[config.mk]
export PLATFORM = sky130hd
export DESIGN_NAME = mpu_top
export DESIGN_NICKNAME = d
export VERILOG_FILES = /design/src/rtl/mpu_pkg.sv /design/src/rtl/mpu_regs.sv /design/src/rtl/mpu_match.sv /design/src/rtl/mpu_fault.sv /design/src/rtl/mpu_top.sv
export SDC_FILE = /design/constraint.sdc
export NUM_CORES = 2
export LEC_CHECK = 0
export BUFFER_PORTS_ARGS = -buffer_cell sky130_fd_sc_hd__buf_2
export CORE_MARGIN = 1
export CORE_UTILIZATION = 40
export DETAILED_ROUTE_END_ITERATION = 8
export PLACE_DENSITY_LB_ADDON = 0.2
export REMOVE_ABC_BUFFERS = 1
export SKIP_LAST_GASP = 1
export SLEW_MARGIN = 30
export SYNTH_ARGS = -nofsm -noshare
export SYNTH_HDL_FRONTEND = slang
export SYNTH_SLANG_ARGS = --single-unit
[constraint.sdc]
create_clock -name clk -period 5.7 [get_ports clk]
set_input_delay 0.285 -clock clk [delete_from_list [all_inputs] [get_ports clk]]
set_output_delay 0.285 -clock clk [all_outputs]
set_load 0.03 [all_outputs]
[src/rtl/mpu_pkg.sv]
package mpu_pkg;
    localparam int MPU_AW      = 32;
    localparam int MIN_SHIFT   = 10;
    localparam int MAX_CODE    = 10;
    localparam int BASE_W      = MPU_AW - MIN_SHIFT;

    typedef struct packed {
        logic [BASE_W-1:0] base;
        logic [3:0]        size;
        logic              en;
        logic              no_user;
        logic              no_write;
    } region_t;

    typedef enum logic {
        FS_EMPTY = 1'b0,
        FS_HELD  = 1'b1
    } fstate_t;
endpackage

[src/rtl/mpu_regs.sv]
module mpu_regs
    import mpu_pkg::*;
#(
    parameter int NR = 16,
    parameter int CW = 5,
    parameter int IW = 5
) (
    input  logic              clk,
    input  logic              rst_n,
    input  logic              cfg_we,
    input  logic [CW-1:0]     cfg_addr,
    input  logic [MPU_AW-1:0] cfg_wdata,
    output logic [MPU_AW-1:0] cfg_rdata,
    output region_t           regs [NR],
    output logic              glob_en,
    output logic              per_nw,
    output logic              per_nu,
    output logic              clr,
    input  logic [MPU_AW-1:0] st_addr,
    input  logic              st_valid,
    input  logic              st_write,
    input  logic              st_user,
    input  logic              st_periph,
    input  logic [IW-1:0]     st_idx,
    input  logic              st_ovr
);
    localparam logic [CW-1:0] A_CTRL  = CW'(NR);
    localparam logic [CW-1:0] A_FADDR = CW'(NR + 1);
    localparam logic [CW-1:0] A_FINFO = CW'(NR + 2);

    generate
        for (genvar i = 0; i < NR; i++) begin : g_reg
            always_ff @(posedge clk) begin
                if (!rst_n) begin
                    regs[i] <= '0;
                end else if (cfg_we && cfg_addr == CW'(i)) begin
                    regs[i].base     <= cfg_wdata[MPU_AW-1:MIN_SHIFT];
                    regs[i].size     <= cfg_wdata[9:6];
                    regs[i].en       <= cfg_wdata[2];
                    regs[i].no_user  <= cfg_wdata[1];
                    regs[i].no_write <= cfg_wdata[0];
                end
            end
        end
    endgenerate

    always_ff @(posedge clk) begin
        if (!rst_n) begin
            glob_en <= 1'b0;
            per_nw  <= 1'b0;
            per_nu  <= 1'b0;
        end else if (cfg_we && cfg_addr == A_CTRL) begin
            glob_en <= cfg_wdata[0];
            per_nw  <= cfg_wdata[1];
            per_nu  <= cfg_wdata[2];
        end
    end

    assign clr = cfg_we && (cfg_addr == A_FINFO);

    always_comb begin
        cfg_rdata = '0;
        if (cfg_addr < CW'(NR)) begin
            for (int i = 0; i < NR; i++) begin
                if (cfg_addr == CW'(i)) begin
                    cfg_rdata = {regs[i].base, regs[i].size, 3'b000,
                                 regs[i].en, regs[i].no_user, regs[i].no_write};
                end
            end
        end else if (cfg_addr == A_CTRL) begin
            cfg_rdata = {29'd0, per_nu, per_nw, glob_en};
        end else if (cfg_addr == A_FADDR) begin
            cfg_rdata = st_addr;
        end else if (cfg_addr == A_FINFO) begin
            cfg_rdata = '0;
            cfg_rdata[9]   = st_ovr;
            cfg_rdata[8:4] = 5'(st_idx);
            cfg_rdata[3]   = st_user;
            cfg_rdata[2]   = st_write;
            cfg_rdata[1]   = st_periph;
            cfg_rdata[0]   = st_valid;
        end
    end
endmodule

[src/rtl/mpu_match.sv]
module mpu_match
    import mpu_pkg::*;
#(
    parameter int NR = 16,
    parameter int IW = 5
) (
    input  region_t           regs [NR],
    input  logic [MPU_AW-1:0] addr,
    input  logic              wr,
    input  logic              usr,
    output logic              hit_any,
    output logic              viol,
    output logic [IW-1:0]     idx
);
    logic [NR-1:0] hit;
    logic [NR-1:0] win;

    generate
        for (genvar i = 0; i < NR; i++) begin : g_cmp
            logic [3:0]        code;
            logic [MPU_AW-1:0] mask;
            logic [MPU_AW-1:0] base_full;
            always_comb begin
                code      = (regs[i].size > 4'(MAX_CODE)) ? 4'(MAX_CODE) : regs[i].size;
                mask      = {MPU_AW{1'b1}} << (MIN_SHIFT + int'(code));
                base_full = {regs[i].base, {MIN_SHIFT{1'b0}}};
                hit[i]    = regs[i].en && (((addr ^ base_full) & mask) == '0);
            end
        end
    endgenerate

    always_comb begin
        win     = '0;
        idx     = '0;
        viol    = 1'b0;
        hit_any = 1'b0;
        for (int i = 0; i < NR; i++) begin
            if (hit[i] && !hit_any) begin
                hit_any = 1'b1;
                win[i]  = 1'b1;
                idx     = IW'(i);
                viol    = (wr && regs[i].no_write) || (usr && regs[i].no_user);
            end
        end
    end

    // priority selection picks at most one region
    always_comb begin
        a_r6_single_winner: assert ($onehot0(win));
    end
endmodule

[src/rtl/mpu_fault.sv]
module mpu_fault
    import mpu_pkg::*;
#(
    parameter int IW = 5
) (
    input  logic              clk,
    input  logic              rst_n,
    input  logic              fault,
    input  logic              clr,
    input  logic [MPU_AW-1:0] f_addr,
    input  logic              f_write,
    input  logic              f_user,
    input  logic              f_periph,
    input  logic [IW-1:0]     f_idx,
    output logic              abort_o,
    output logic              st_valid,
    output logic [MPU_AW-1:0] st_addr,
    output logic              st_write,
    output logic              st_user,
    output logic              st_periph,
    output logic [IW-1:0]     st_idx,
    output logic              st_ovr
);
    fstate_t state, nstate;
    logic    capture;

    always_comb begin
        nstate = state;
        unique case (state)
            FS_EMPTY: if (fault) nstate = FS_HELD;
            FS_HELD:  if (clr)   nstate = fault ? FS_HELD : FS_EMPTY;
            default:  nstate = FS_EMPTY;
        endcase
    end

    always_ff @(posedge clk) begin
        if (!rst_n) state <= FS_EMPTY;
        else        state <= nstate;
    end

    assign capture = fault && (state == FS_EMPTY || clr);

    always_ff @(posedge clk) begin
        if (!rst_n) begin
            abort_o   <= 1'b0;
            st_addr   <= '0;
            st_write  <= 1'b0;
            st_user   <= 1'b0;
            st_periph <= 1'b0;
            st_idx    <= '0;
            st_ovr    <= 1'b0;
        end else begin
            abort_o <= fault;
            if (capture) begin
                st_addr   <= f_addr;
                st_write  <= f_write;
                st_user   <= f_user;
                st_periph <= f_periph;
                st_idx    <= f_idx;
            end else if (clr) begin
                st_addr   <= '0;
                st_write  <= 1'b0;
                st_user   <= 1'b0;
                st_periph <= 1'b0;
                st_idx    <= '0;
            end
            if (clr)                              st_ovr <= 1'b0;
            else if (state == FS_HELD && fault)   st_ovr <= 1'b1;
        end
    end

    assign st_valid = (state == FS_HELD);

    // a held fault keeps its address while no clear arrives
    a_r11_hold_addr: assert property (@(posedge clk) disable iff (!rst_n)
        (state == FS_HELD && !clr) |=> $stable(st_addr));
    // a second fault while held sets overrun
    a_r11_overrun: assert property (@(posedge clk) disable iff (!rst_n)
        (state == FS_HELD && fault && !clr) |=> st_ovr);
    // abort is a single-cycle pulse unless faults are back to back
    a_r9_pulse: assert property (@(posedge clk) disable iff (!rst_n)
        (abort_o && !fault) |=> !abort_o);
endmodule

[src/rtl/mpu_top.sv]
module mpu_top
    import mpu_pkg::*;
#(
    parameter int NR = 16,
    parameter int CW = 5,
    parameter logic [3:0] PERIPH_TOP = 4'hF
) (
    input  logic              clk,
    input  logic              rst_n,
    input  logic              cfg_we,
    input  logic [CW-1:0]     cfg_addr,
    input  logic [31:0]       cfg_wdata,
    output logic [31:0]       cfg_rdata,
    input  logic              acc_valid,
    input  logic [31:0]       acc_addr,
    input  logic              acc_write,
    input  logic              acc_user,
    output logic              abort_o
);
    localparam int IW = $clog2(NR + 1);

    region_t          regs [NR];
    logic             glob_en, per_nw, per_nu, clr;
    logic             hit_any, r_viol, p_hit, p_viol, fault, only_periph;
    logic [IW-1:0]    r_idx, f_idx;
    logic [31:0]      st_addr;
    logic             st_valid, st_write, st_user, st_periph, st_ovr;
    logic [IW-1:0]    st_idx;

    mpu_regs #(.NR(NR), .CW(CW), .IW(IW)) u_regs (
        .clk(clk), .rst_n(rst_n), .cfg_we(cfg_we), .cfg_addr(cfg_addr),
        .cfg_wdata(cfg_wdata), .cfg_rdata(cfg_rdata), .regs(regs),
        .glob_en(glob_en), .per_nw(per_nw), .per_nu(per_nu), .clr(clr),
        .st_addr(st_addr), .st_valid(st_valid), .st_write(st_write),
        .st_user(st_user), .st_periph(st_periph), .st_idx(st_idx), .st_ovr(st_ovr)
    );

    mpu_match #(.NR(NR), .IW(IW)) u_match (
        .regs(regs), .addr(acc_addr), .wr(acc_write), .usr(acc_user),
        .hit_any(hit_any), .viol(r_viol), .idx(r_idx)
    );

    assign p_hit       = (acc_addr[31:28] == PERIPH_TOP);
    assign p_viol      = p_hit && ((acc_write && per_nw) || (acc_user && per_nu));
    assign only_periph = p_viol && !(hit_any && r_viol);
    assign f_idx       = only_periph ? IW'(NR) : r_idx;
    assign fault       = acc_valid && glob_en && ((hit_any && r_viol) || p_viol);

    mpu_fault #(.IW(IW)) u_fault (
        .clk(clk), .rst_n(rst_n), .fault(fault), .clr(clr),
        .f_addr(acc_addr), .f_write(acc_write), .f_user(acc_user),
        .f_periph(only_periph), .f_idx(f_idx), .abort_o(abort_o),
        .st_valid(st_valid), .st_addr(st_addr), .st_write(st_write),
        .st_user(st_user), .st_periph(st_periph), .st_idx(st_idx), .st_ovr(st_ovr)
    );

    // an abort always follows a valid access
    a_r9_needs_valid: assert property (@(posedge clk) disable iff (!rst_n)
        abort_o |-> $past(acc_valid));
    // a disabled unit never aborts
    a_r8_off_quiet: assert property (@(posedge clk) disable iff (!rst_n)
        !$past(glob_en) |-> !abort_o);
endmodule

* Word-level counts from Yosys, hierarchy flattened
Cells that the tools add are included.
Storage, ports and cells: register bits 510, input port bits 75, logic and storage cells 432
Cells by class: multiplexer cells 95, shifts and indexed selects 16, reduce and logical (&&, ||, !) cells 144, equal/unequal tests 19, order comparisons 17, bitwise logic cells 34, $add $sub $neg 16
Operators by type and width (count):
- 32-bit 2-to-1 mux | 21
- 32-bit bitwise AND | 16
- 32-bit zero test | 16
- 32-bit by 32-bit << shifter with 32-bit output, first input constant | 16
- 32-bit bitwise XOR | 16
- 4-bit 2-to-1 mux | 24
- 1-bit logical AND | 90
- 4-bit by 4-bit adder with 5-bit output, first input constant | 16
- 4-bit greater-than comparator, second input constant | 16
- 5-bit by 4-bit equality test with 1-bit output, second input constant | 8
- 1-bit 2-to-1 mux | 39
- 5-bit by 3-bit equality test with 1-bit output, second input constant | 4
- 1-bit logical OR | 19
- 1-bit zero test | 16
- 5-bit equality test, second input constant | 3
- 5-bit 2-to-1 mux | 3
- 3-bit 2-to-1 mux | 4
- 5-bit by 2-bit equality test with 1-bit output, second input constant | 2
- 10-bit 2-to-1 mux | 1
- 5-bit by 1-bit equality test with 1-bit output, second input constant | 1
- 5-bit zero test | 1
- 5-bit < comparator, second input constant | 1
- 4-bit equality test, second input constant | 1
- 2-bit 2-to-1 mux | 2
- other kinds (4) | 5

* Logic depth before layout (Yosys ltp)
depth after elaboration 59, gate-level depth with buffers 21, gate-level depth less buffers 17

* Modules after synthesis
From an unflattened synthesis, not the netlist that was laid out.
Second synthesis, totals: cells, all modules 4724, area total of the unflattened synthesis 35112.4 um^2
Modules (own cells, without submodules):
- mpu_regs | seq. area each 9349.0 um^2, area each 22272.6 um^2, cells an instance 2869, times used 1
- mpu_match | seq. area each 0.0 um^2, area each 11074.4 um^2, cells an instance 1656, times used 1
- mpu_fault | seq. area each 860.8 um^2, area each 1675.4 um^2, cells an instance 188, times used 1
- mpu_top | seq. area each 0.0 um^2, area each 90.1 um^2, cells an instance 11, times used 1

* Worst setup path before layout
Ideal clock, no wire load.
path kind register to register, from register u_regs.regs[121] (netlist name), to register u_fault.st_user, setup time 59 ps, setup slack 1336 ps, data required time 5641 ps, path buffers 4, stages on the path, launching flop included 22, clock period less this slack 4364 ps, arrival 4305 ps, cells stage by stage dfxtp_1 clkbuf_1 a21oi_2 inv_1 ha_1 inv_1 ha_1 buf_2 nor2b_4 o22ai_1 or4_1 nor4_1 a31oi_1 or4_4 and2_0 a221o_1 a22oi_2 a211oi_2 o21ai_2 buf_6 buf_8 a22o_1
On the way: word-level cells in the longest chain between the ends 26, elaborated cells on any way between the ends 32
Ends and longest elaborated chain:
- 4-bit greater-than comparator | RTL line mpu_match.sv:24 | code = (regs[i].size > 4'(MAX_CODE)) ? 4'(MAX_CODE) : regs[i].size;
- 4-bit 2-to-1 mux (*) | RTL line mpu_match.sv:24
- 4-bit by 4-bit adder with 5-bit output (*) | RTL line mpu_match.sv:25 | mask = {MPU_AW{1'b1}} << (MIN_SHIFT + int'(code));
- 32-bit by 32-bit << shifter with 32-bit output (*) | RTL line mpu_match.sv:25
- 32-bit bitwise AND (*) | RTL line mpu_match.sv:27 | hit[i] = regs[i].en && (((addr ^ base_full) & mask) == '0);
- 32-bit zero test (*) | RTL line mpu_match.sv:27
- 1-bit logical AND (*) | RTL line mpu_match.sv:27
- 1-bit logical AND (*) | RTL line mpu_match.sv:38 | if (hit[i] && !hit_any) begin
- [10 not listed]
- 1-bit zero test | RTL line mpu_match.sv:38
- 1-bit logical AND | RTL line mpu_match.sv:38
- 1-bit 2-to-1 mux | RTL line mpu_match.sv:38
- 1-bit logical AND (*) | RTL line mpu_top.sv:47 | assign fault = acc_valid && glob_en && ((hit_any && r_viol) || p_viol);
- 1-bit logical OR (*) | RTL line mpu_top.sv:47
- 1-bit logical AND (*) | RTL line mpu_top.sv:47
- 1-bit logical AND (*) | RTL line mpu_fault.sv:41 | assign capture = fault && (state == FS_EMPTY || clr);
- 1-bit 2-to-1 mux / 2-bit nonzero test (equally long branches)
- end signal: assignment | RTL line mpu_fault.sv:57 | st_user <= f_user;
- end: declaration | RTL line mpu_fault.sv:19 | output logic st_user,
Mark *: on every way between the ends. The rest lies on a longest branch, timed or not. A chain may end at the register's enable or synchronous reset.

* Worst setup path after layout
from register u_regs.regs[265] (netlist name), to register u_fault.st_addr[21]
On the way: word-level cells in the longest chain between the ends 41, elaborated cells on any way between the ends 52
Ends and longest elaborated chain:
- 4-bit greater-than comparator | RTL line mpu_match.sv:24
- 4-bit 2-to-1 mux (*) | RTL line mpu_match.sv:24
- 4-bit by 4-bit adder with 5-bit output (*) | RTL line mpu_match.sv:25
- 32-bit by 32-bit << shifter with 32-bit output (*) | RTL line mpu_match.sv:25
- 32-bit bitwise AND (*) | RTL line mpu_match.sv:27
- 32-bit zero test (*) | RTL line mpu_match.sv:27
- 1-bit logical AND (*) | RTL line mpu_match.sv:27
- 1-bit logical AND (*) | RTL line mpu_match.sv:38
- [25 not listed]
- 1-bit zero test | RTL line mpu_match.sv:38
- 1-bit logical AND | RTL line mpu_match.sv:38
- 1-bit 2-to-1 mux | RTL line mpu_match.sv:38
- 1-bit logical AND (*) | RTL line mpu_top.sv:47
- 1-bit logical OR (*) | RTL line mpu_top.sv:47
- 1-bit logical AND (*) | RTL line mpu_top.sv:47
- 1-bit logical AND (*) | RTL line mpu_fault.sv:41
- 32-bit 2-to-1 mux / 2-bit nonzero test (equally long branches)
- end signal: assignment | RTL line mpu_fault.sv:55 | st_addr <= f_addr;
- end: declaration | RTL line mpu_fault.sv:17 | output logic [MPU_AW-1:0] st_addr,
Marked as above.

==> run summary <==
Status: finished, violations left
Failing checks: DRC
P_leak: 0.0122 uW
Register share of total power: 0.410
Cts bufs inserted: 58
DR iter-0 viols: 5,098
Post-synthesis mux area share: 0.00598
Clk sinks: 509
Switch share: 0.285
Synth Area in Compound Gates: 0.275
CTS max path bufs: 3
Largest net degree at the start of global routing: 179
GPL Wtd Cong: 1.04
Hold path cells: 3
Internal power: 6300 uW
Clock share of power: 0.481
Fmax: 189 MHz
Remaining global-route overflow: 0
# rows: 103
DRC: 8
Worst-path clk slew: 0.07 ns
Die height: 286 um
Largest family of logic cells by synthesized area: compound AO/OA/AOI/OAI gates
Core Box Area: 0.0794 mm^2
Nets: 4,446
Psw: 2510 uW
Synth Instances: 4,461
CP Launch Type: flip-flop
Global-route wire length before repair: 222,000 um
Tot GR Track Use: 0.369
Post-synth EDFFs: 0
Post-synth top area cell: dfxtp_1
Vias per cell: 6.35
Root Buffer: clkbuf_16
CP Data Required Time: 6.31 ns
WS Path Type: reg2reg
Max FO, Critical Path: 38
Reg2Reg Setup Slack: 0.41 ns
Routing usage on met3: 0.0807
Clk_skew: 0.0502 ns
Clock latency on the worst-skew pair: 0.68 ns
Commonest cells after routing, fill and taps aside: nand2_1, a21oi_1, dfxtp_1
Post-synthesis cell area: 0.0322 mm^2
Post-Synth Simple-Gate Area: 0.214
Area contributors post-synth: dfxtp_1, nand2_1, a21oi_1
VDD IR max: 0.249 mV
Fin util: 0.445
Unrepaired setup endpoints after global routing: false
Endpoints failing setup: 0
Initial Util: 0.406
CTS H-tree depth: 2
Worst rel slew slack: 0.255
Worst hold start: cfg_wdata[11]
P per Cell Area: 249 mW/mm^2
Vias in the first global route: 30,205
FF-to-FF End: u_fault.st_addr[21]
Port Buf Inserts: 104
Max Cap Viol: 0
Logic pwr share: 0.109
Pre-antenna DRT Iters: 9
Min-delay worst type: in2reg
Synth Area in Adders: 0.0266
Post-synth ARST share: 0
Routed WL: 156,000 um
Worst r2r src: u_regs.regs[265]
Final critical-path share of the clock period: 0.928
Routed len/inst: 28.9 um
Share of cells above drive strength 1: 0.0850
CTS tree: yes
Syn Area/Cell: 7.22 um^2
Most common cell after layout, fill and taps aside: nand2_1
Antenna violations before repair: 4
Count of cell types in the netlist: 101
Synth Flop Type: dfxtp_1
Final Hold Fails: 0
Multi-input logic area: 0.0200 mm^2
Gr busiest metal: met2
Final HPWL DP: 112,000 um
Setup TNS: 0 ns
Area Overhead vs Synth: 9.68%
Worst hold path endpoint: u_regs.regs[124]
CP endpoint kind: flip-flop
Crit path time final: 5.29 ns
Synth Area in XOR/XNOR: 0.0959
Met2 Use GR: 0.529
Yosys warns: 0
Die Wd: 286 um
Die ar.: 0.0817 mm^2
Area share of the largest cell type after synthesis: 0.316
Final slew viol count: 0
Synthesis-stage register bit count: 509
Via count: 34,342
Arr. time, crit path: 5.90 ns
Tightest Pin Transition: 1.12 ns
R2R depth: 18
ANT nets after route: 0
# fillers: 8,198
Register area: 0.0102 mm^2
Met1 GRT Util: 0.529
Sequential area share after synthesis: 0.316
I/O pin total: 108
registers in the layout (all words and copies together), names as in the netlist:
register,cells
u_fault.st_valid,1
u_fault.st_idx,5
u_fault.abort_o,1
u_fault.st_user,1
u_fault.st_write,1
u_regs.regs,464
u_fault.st_ovr,1
u_regs.per_nu,1
u_regs.per_nw,1
u_regs.glob_en,1
u_fault.st_addr,32
cell families (layout without fill, tap and decap cells):
group,Yosys count,in the layout
DFF,509,509
buffers and inverters,515,407
other,0,2
muxes,19,19
adders and majority gates,70,70
AOI/OAI and AO/OA,1399,1399
xor gates and xnor gates,351,351
and+or+nand+nor,1598,1598
layout make-up:
class	count	share of cell area
Antenna cell	2	0.000142
Clock buffer	73	0.0461
Clock inverter	32	0.0137
Inverter	93	0.0101
Multi-Input combinational cell	3437	0.565
Sequential cell	509	0.288
Tap cell	1050	0.0372
Timing Repair Buffer	209	0.0392
power by group through the flow:
stage	Sequential (uW)	Clock (uW)	Combinational, uW
2_1_floorplan	3680	0	398
3_3_place_gp	3690	0	924
3_5_place_dp	3690	0	918
4_1_cts	3610	4240	922
5_1_grt	3610	4390	984
6_report	3610	4230	965
worst max-delay path, cell delays in order, from the launching register on:
cell,delay [ns]
dfxtp_1,0.45
a21oi_1,0.50
inv_1,0.09
ha_1,0.22
inv_1,0.06
ha_1,0.38
nand2b_1,0.22
o21ai_0,0.23
a21oi_1,0.09
nand4_1,0.09
o21ai_0,0.38
a2bb2oi_1,0.52
nand3_1,0.33
nor4_1,0.67
o211a_1,0.29
a211oi_2,0.08
o21ai_4,0.19
buf_12,0.25
a22o_1,0.18
per-layer routing:
metal,share of wire,vias to the layer above
li1,-,15249
met1,0.42,16661
met2,0.41,2086
met3,0.12,340
met4,0.047,6
met5,0.00022,-
cells in the mapped netlist, types with 13 or more instances:
cell and count:
nand3_1 72, and3_1 13, o221ai_1 20, a211oi_1 33, mux2i_1 17, nor3_1 30, a221o_1 16, inv_1 90
xnor2_1 194, a222oi_1 36, ha_1 63, buf_1 22, nor2b_1 54, nor2_1 144, o41ai_1 14, o211ai_1 32
buf_2 56, a21o_1 22, xor2_1 155, nor4_1 28, and2_1 22, nand2b_1 34, a22o_1 70, nand2_1 1095
a21oi_1 677, a221oi_1 33, o22ai_1 32, nand4_1 36, clkbuf_1 327, o21ai_0 136, a31oi_1 57, dfxtp_1 509
a22oi_1 92
how the worst max path moves through the flow:
stage | start | to | slack (ns) | cells past startpoint
after floorplan | rst_n | u_fault.st_addr[0] | -2.64 | 5
after global placement | u_regs.regs[237] | u_fault.st_addr[14] | 0.69 | 17
after detailed placement | u_regs.regs[237] | u_fault.st_addr[14] | 0.66 | 17
after CTS | u_regs.regs[34] | u_fault.st_addr[21] | 0.65 | 18
after global routing | u_regs.regs[265] | u_fault.st_addr[15] | 0.05 | 18
final | u_regs.regs[265] | u_fault.st_addr[21] | 0.41 | 18
metrics by stage:
stage               hold WS [ns]  total power (uW)  setup WS, ns  instances  instance area [um^2]
floorplan                  0.411              4080         -2.64       4039                 30400
finish                    0.0507              8810         0.413       5405                 35300
detailed placement         0.450              4610         0.660       5297                 33200
CTS                       0.0333              8770         0.649       5403                 35300
global placement           0.447              4610         0.694       5297                 33200
global route              0.0566              8990        0.0529       5403                 35300
timing repair:
| item | 4_1_cts | 5_1_grt |
|---|---|---|
| hold buffers | 1 | 0 |
| hold endpoints to repair | 1 | 0 |
| gates resized for setup | 0 | 0 |
| buffers inserted | 0 | 0 |
Power figures use the tool's default switching activity.
